===== config.mk =====
export PLATFORM = sky130hd
export DESIGN_NAME = piso_shreg
export DESIGN_NICKNAME = d
export VERILOG_FILES = /design/src/rtl/psr_pkg.sv /design/src/rtl/psr_sync.sv /design/src/rtl/psr_edge.sv /design/src/rtl/psr_core.sv /design/src/rtl/piso_shreg.sv
export SDC_FILE = /design/constraint.sdc
export NUM_CORES = 1
export LEC_CHECK = 0
export BUFFER_PORTS_ARGS = -buffer_cell sky130_fd_sc_hd__buf_2
export CAP_MARGIN = 20
export CELL_PAD_IN_SITES_DETAIL_PLACEMENT = 1
export CELL_PAD_IN_SITES_GLOBAL_PLACEMENT = 2
export CORE_MARGIN = 2
export CORE_UTILIZATION = 27
export DETAILED_ROUTE_END_ITERATION = 7
export PLACE_DENSITY = 0.78
export SKIP_CTS_REPAIR_TIMING = 1
export SLEW_MARGIN = 20
export SYNTH_ARGS = -nofsm -noshare
export SYNTH_HDL_FRONTEND = slang
export SYNTH_SLANG_ARGS = --single-unit

===== constraint.sdc =====
create_clock -name clk -period 1.65 [get_ports clk]
set_clock_uncertainty 0.2 [all_clocks]
set_input_delay 0.2475 -clock clk [delete_from_list [all_inputs] [get_ports clk]]
set_output_delay 0.2475 -clock clk [all_outputs]
set_load 0.01 [all_outputs]

===== src/rtl/psr_pkg.sv =====
package psr_pkg;
  typedef enum logic [1:0] {
    OP_HOLD  = 2'd0,
    OP_SHIFT = 2'd1,
    OP_LOAD  = 2'd2
  } stage_op_e;
endpackage


===== src/rtl/psr_sync.sv =====
module psr_sync #(
  parameter int STAGES = 2
) (
  input  logic clk,
  input  logic rst,
  input  logic d,
  output logic q
);
  logic [STAGES-1:0] chain;

  always_ff @(posedge clk) begin
    if (rst) chain <= '0;
    else     chain <= {chain[STAGES-2:0], d};
  end

  assign q = chain[STAGES-1];
endmodule


===== src/rtl/psr_edge.sv =====
module psr_edge #(
  parameter int NPINS = 2
) (
  input  logic             clk,
  input  logic             rst,
  input  logic [NPINS-1:0] lv,
  output logic             evt
);
  logic any_hi;
  logic prev;

  assign any_hi = |lv;

  always_ff @(posedge clk) begin
    if (rst) prev <= 1'b0;
    else     prev <= any_hi;
  end

  assign evt = any_hi & ~prev;


  no_double_evt_chk: assert property (@(posedge clk) disable iff (rst)
    evt |=> !evt);
endmodule


===== src/rtl/psr_core.sv =====
module psr_core
  import psr_pkg::*;
#(
  parameter int WIDTH = 8
) (
  input  logic             clk,
  input  logic             rst,
  input  logic             shift_nload,
  input  logic             shift_evt,
  input  logic             ser_in,
  input  logic [WIDTH-1:0] par_in,
  output logic             ser_out,
  output logic             ser_out_n
);
  logic [WIDTH-1:0] stages;
  logic [WIDTH-1:0] nxt;
  stage_op_e        op;

  always_comb begin
    if (!shift_nload)   op = OP_LOAD;
    else if (shift_evt) op = OP_SHIFT;
    else                op = OP_HOLD;
  end

  always_comb begin
    case (op)
      OP_LOAD:  nxt = par_in;
      OP_SHIFT: nxt = {stages[WIDTH-2:0], ser_in};
      default:  nxt = stages;
    endcase
  end

  always_ff @(posedge clk) begin
    if (rst) begin
      stages    <= '0;
      ser_out   <= 1'b0;
      ser_out_n <= 1'b1;
    end else begin
      stages    <= nxt;
      ser_out   <= nxt[WIDTH-1];
      ser_out_n <= ~nxt[WIDTH-1];
    end
  end


  reset_clear_chk: assert property (@(posedge clk)
    $past(rst) |-> (stages == '0 && ser_out_n));

  load_capture_chk: assert property (@(posedge clk) disable iff (rst)
    !shift_nload |=> stages == $past(par_in));

  shift_step_chk: assert property (@(posedge clk) disable iff (rst)
    (shift_nload && shift_evt) |=>
      stages == {$past(stages[WIDTH-2:0]), $past(ser_in)});

  hold_stable_chk: assert property (@(posedge clk) disable iff (rst)
    (shift_nload && !shift_evt) |=> $stable(stages));

  compl_out_chk: assert property (@(posedge clk) disable iff (rst)
    ser_out_n == ~ser_out);
endmodule


===== src/rtl/piso_shreg.sv =====
module piso_shreg #(
  parameter int WIDTH       = 8,
  parameter int SYNC_STAGES = 2
) (
  input  logic             clk,
  input  logic             rst,
  input  logic             shift_nload,
  input  logic             clk_pin_a,
  input  logic             clk_pin_b,
  input  logic             ser_in,
  input  logic [WIDTH-1:0] par_in,
  output logic             ser_out,
  output logic             ser_out_n
);
  localparam int NPINS = 2;

  logic [NPINS-1:0] pins_raw;
  logic [NPINS-1:0] pins_sy;
  logic             shift_evt;

  assign pins_raw = {clk_pin_b, clk_pin_a};

  for (genvar g = 0; g < NPINS; g++) begin : g_sync
    psr_sync #(.STAGES(SYNC_STAGES)) u_sync (
      .clk (clk),
      .rst (rst),
      .d   (pins_raw[g]),
      .q   (pins_sy[g])
    );
  end

  psr_edge #(.NPINS(NPINS)) u_edge (
    .clk (clk),
    .rst (rst),
    .lv  (pins_sy),
    .evt (shift_evt)
  );

  psr_core #(.WIDTH(WIDTH)) u_core (
    .clk         (clk),
    .rst         (rst),
    .shift_nload (shift_nload),
    .shift_evt   (shift_evt),
    .ser_in      (ser_in),
    .par_in      (par_in),
    .ser_out     (ser_out),
    .ser_out_n   (ser_out_n)
  );
endmodule


== Word level (Yosys, flattened, before mapping) ==
Cells that the tools add are included.

* Register bits after elaboration: 14
* Input port bits: 14
* Logic and storage cells: 16

* Equality and inequality tests: 2
* Mux-type cells: 3
* Bitwise logic cells: 3
* Reductions and logical operators: 2

{| class="wikitable"
|+ Operators with widths
! kind !! number
|-
| case mux 8 bit (2 select lines) || 1
|-
| == test 2 x 1 -> 1 bit (second input constant) || 1
|-
| == test 2 bit (second input constant) || 1
|-
| two-way mux 2 bit || 1
|-
| NOT 1 bit || 2
|-
| nonzero test 2 bit || 1
|-
| OR reduction 2 bit || 1
|-
| AND 1 bit || 1
|-
| two-way mux 1 bit || 1
|}

== Logic depth before layout (Yosys ltp) ==
* Word-level depth: 7
* Mapped depth: 4

== Hierarchy ==
Synthesis repeated with hierarchy kept, for this count alone.

* Cells, all modules: 49
* Area, all modules: 534.3 µm²

{| class="wikitable"
|+ Modules (own cells, without submodules)
! module !! times used !! cells each !! area each (µm²) !! seq. area each (µm²)
|-
| psr_core || 1 || 38 || 389.1 || 180.2
|-
| psr_sync || 2 || 4 || 52.6 || 40.0
|-
| psr_edge || 1 || 3 || 40.0 || 20.0
|}

== Worst setup path after synthesis ==
OpenSTA, ideal clock, no wires.

* Path type: register to register
* Start: register u_edge.prev
* End: register u_core.ser_out_n
* Setup time: 122 ps
* Arrival time: 982 ps
* Data required time: 1328 ps
* Slack: 346 ps
* Stages on the path, launching flop included: 5
* Path through: dfxtp_1 -> o21ba_2 -> buf_6 -> nand2_2 -> a311o_1

* Longest elaborated chain between the ends: 7
* Elaborated cells between the ends (all ways): 8
* Those cells by class: eq/ne (2); mux (3); bitwise (3)

{| class="wikitable"
|+ Ends and longest elaborated chain
! item !! line !! RTL
|-
| start, declared || psr_edge.sv:10 || <nowiki>logic prev;</nowiki>
|-
| start signal, assigned || psr_edge.sv:16 || <nowiki>else prev <= any_hi;</nowiki>
|-
| NOT 1 bit * || psr_edge.sv:19 || <nowiki>assign evt = any_hi & ~prev;</nowiki>
|-
| AND 1 bit * || psr_edge.sv:19 ||
|-
| two-way mux 1 bit * || psr_core.sv:21 || <nowiki>else if (shift_evt) op = OP_SHIFT;</nowiki>
|-
| two-way mux 2 bit * || psr_core.sv:20 || <nowiki>if (!shift_nload) op = OP_LOAD;</nowiki>
|-
| == test 2 x 1 -> 1 bit or == test 2 bit (tied branches) || psr_core.sv:26 || <nowiki>case (op)</nowiki>
|-
| case mux 8 bit (2 select lines) * || psr_core.sv:26 ||
|-
| NOT 1 bit * || psr_core.sv:41 || <nowiki>ser_out_n <= ~nxt[WIDTH-1];</nowiki>
|-
| end signal, assigned || psr_core.sv:41 ||
|-
| end, declared || psr_core.sv:13 || <nowiki>output logic ser_out_n</nowiki>
|}

Mark *: on every way between the ends. The rest lies on a longest branch, timed or not.
A chain may end at the register's enable or synchronous reset.

== Worst setup path after layout ==
* Start: register g_sync[1].u_sync.chain[1]
* End: register u_core.ser_out_n

* Longest elaborated chain between the ends: 7
* Elaborated cells between the ends (all ways): 8
* Those cells by class: eq/ne (2); mux (3); bitwise (2); reduce/logical (1)

{| class="wikitable"
|+ Ends and longest elaborated chain
! item !! line !! RTL
|-
| start, declared || psr_sync.sv:9 || <nowiki>logic [STAGES-1:0] chain;</nowiki>
|-
| start signal, assigned || psr_sync.sv:13 || <nowiki>else chain <= {chain[STAGES-2:0], d};</nowiki>
|-
| OR reduction 2 bit * || psr_edge.sv:12 || <nowiki>assign any_hi = |lv;</nowiki>
|-
| AND 1 bit * || psr_edge.sv:19 ||
|-
| two-way mux 1 bit * || psr_core.sv:21 ||
|-
| two-way mux 2 bit * || psr_core.sv:20 ||
|-
| == test 2 x 1 -> 1 bit or == test 2 bit (tied branches) || psr_core.sv:26 ||
|-
| case mux 8 bit (2 select lines) * || psr_core.sv:26 ||
|-
| NOT 1 bit * || psr_core.sv:41 ||
|}

Marks and branches as above.

==> results.md <==
* Die height at 48.38 µm
* Startpoint types: register
* Max_slew headroom at 78.04%
* Fill cells at 242
* Final Setup Violations at 0
* Initial Utilization at 27.96%
* Critical Path AT at 1.35 ns
* Chip width at 48.38 µm
* Worst Hold Class: in2reg
* Seq cells post-synth at 14
* Final nets at 90
* DRC at 0
* CTS clk-pin slew, worst paths at 0.09 ns
* Placed cell count at 97
* Die Footprint at 0.002341 mm²
* Latest clock arrival within the worst-skew pair at 0.28 ns
* I/O Buffers at 15
* Antenna Cells at 0
* Dominant cells by area after synthesis: dfxtp_1 (53%), a311oi_1 (13%), nand2_1 (11%)
* First-pass GRT wire length at 1.966 mm
* Largest net degree at the start of global routing at 18
* I/O pins at 16
* Fmax at 727.1 MHz
* DR WL/cell at 10.59 µm
* RSZ-0062 raised after global routing: false
* Non-filler cells, final at 102
* Cell leakage power at 0.0002645 µW
* Detailed placement HPWL at 809.1 µm
* Fraction of layout instances using a drive strength above 1 at 29.33%
* Detailed-route wire length at 1.080 mm
* Worst-case vdd ir drop at 0.4029 mV
* Register area share after synthesis at 52.71%
* Pwr/cell area at 1043 mW/mm²
* Worst-Margin Slew at 0.3292 ns
* DR vias/cell at 4.637
* Top cell type's share of synthesized area at 52.71%
* CTS tree: done
* Ys Warns at 0
* Crit path max fanout at 8
* CP required at 1.62 ns
* Root buffer cell: clkbuf_4
* Worst Setup End Kind: register
* Total gr overflow at 0
* Period Utilization, post-route at 83.36%
* Max-slew violations at 0
* Dpl ws at 0.2633 ns
* Initial DRC Count at 2
* Initial antenna violation count at 0
* Status: finished with violations
* H-tree depth at 1
* Post-layout min period at 1.375 ns
* Setup TNS at 0 ns
* Hold_ws at -0.006417 ns
* Final core utilization at 34.80%
* Clock Tree Buf Depth at 2
* Via count at 473
* Post-Syn Instances at 59
* Drt pass-1 iters at 4
* Mapped cell area at 531.8 µm²
* Failing checks: hold timing
* GPL Wtd Cong at 0.6367
* Max Cap Viol at 0
* Hold Fails Final Rpt at 1
* Tot GR Track Use at 11.02%
* Row cnt at 16
* Synth Area per Inst at 9.013 µm²
* CP Class: reg2reg
* Vias in the first global route at 460
* Distinct cells, synth at 12
* Routed Antenna Nets at 0
* Core Footprint at 0.001902 mm²
* Synth area leader: dfxtp_1
* Final Worst Setup Slack at 0.2746 ns
* CTS buffer count at 3
* Area delta synth->final at 24.47%
* Synthesized Nets at 73
* CTS sink cnt at 14
==> sequential cells by signal, indices dropped and copies added, names as in the netlist, named ones only <==
| register | flops |
|---|---|
| g_sync.u_sync.chain | 4 |
| u_core.ser_out_n | 1 |
| u_core.stages | 7 |
| u_edge.prev | 1 |
==> logic make-up (layout without fill, tap and decap cells) <==
family,Yosys count,after routing,share of synthesized area [%]
flip-flops,14,14,52.71
AND/OR/NAND/NOR,30,30,23.53
buffers and inverters,4,20,4.705
AO/OA/AOI/OAI,11,11,19.06
==> worst paths after layout <==
kind,start,end,slack (ns),depth (start not counted)
setup / recovery,g_sync[1].u_sync.chain[1],u_core.ser_out_n,0.27,3
hold / removal,clk_pin_b,g_sync[1].u_sync.chain[0],-0.006,2
setup reg to reg,g_sync[1].u_sync.chain[1],u_core.ser_out_n,0.27,3
hold reg to reg,g_sync[0].u_sync.chain[0],g_sync[0].u_sync.chain[1],0.25,1
==> worst max-delay path, cell delays in order (launching register included) <==
cell      delay, ns
dfxtp_1        0.33
o21bai_2       0.31
nand2_1        0.12
a311o_1        0.31
==> Yosys cell counts <==
library cell / instances
o21ba_2: 1
nor2_1: 10
buf_2: 2
a311oi_1: 8
nand2_2: 1
buf_6: 1
dfxtp_1: 14
clkbuf_1: 1
nor2b_1: 4
nand2_1: 15
o21bai_2: 1
a311o_1: 1
==> final cells by class <==
| type | instances | area (µm²) | area share, % |
|---|---|---|---|
| well taps | 27 | 33.78 | 5.104 |
| flip-flops and latches | 14 | 280.3 | 42.34 |
| multi-input cells | 41 | 226.5 | 34.22 |
| clock buffers | 4 | 36.28 | 5.482 |
| repair buffers | 16 | 85.08 | 12.85 |
==> cell usage in the layout (no fill, tap or decap) <==
| cell | netlist | routed |
|---|---|---|
| nand2_1 | 15 | 15 |
| buf_2 | 2 | 15 |
| dfxtp_1 | 14 | 14 |
| nor2_1 | 10 | 10 |
| a311oi_1 | 8 | 8 |
| nor2b_1 | 4 | 4 |
| clkbuf_4 | 0 | 3 |
| o21bai_2 | 1 | 1 |
| o21ba_2 | 1 | 1 |
| nand2_2 | 1 | 1 |
| a311o_1 | 1 | 1 |
| clkbuf_8 | 0 | 1 |
| dlygate4sd3_1 | 0 | 1 |
==> report_power, final <==
group	internal (µW)	switching [µW]	total (µW)
Combinational	35.0	38.7	73.7
Sequential	360	10.5	371
Clock	134	112	246
==> through the flow <==
stage                     area, µm²  power, µW
after floorplan               531.8      426.5
after global routing          661.9      737.9
after CTS                     651.9      697.1
after detailed placement      615.6      452.4
after global placement        615.6      450.5
final                         661.9      690.0
==> routing by layer <==
layer  share of wire (%)  wire length (µm)  up-vias  track usage (%)
li1                    -                 -      233                -
met1                  45               488      229            12.79
met2                  50               540        9            17.13
met3                 3.5                38        2            3.086
met4                 1.2                13        0            8.571
met5                   0                 0        -                0
Note: power is estimated with default switching activity, not from simulation.
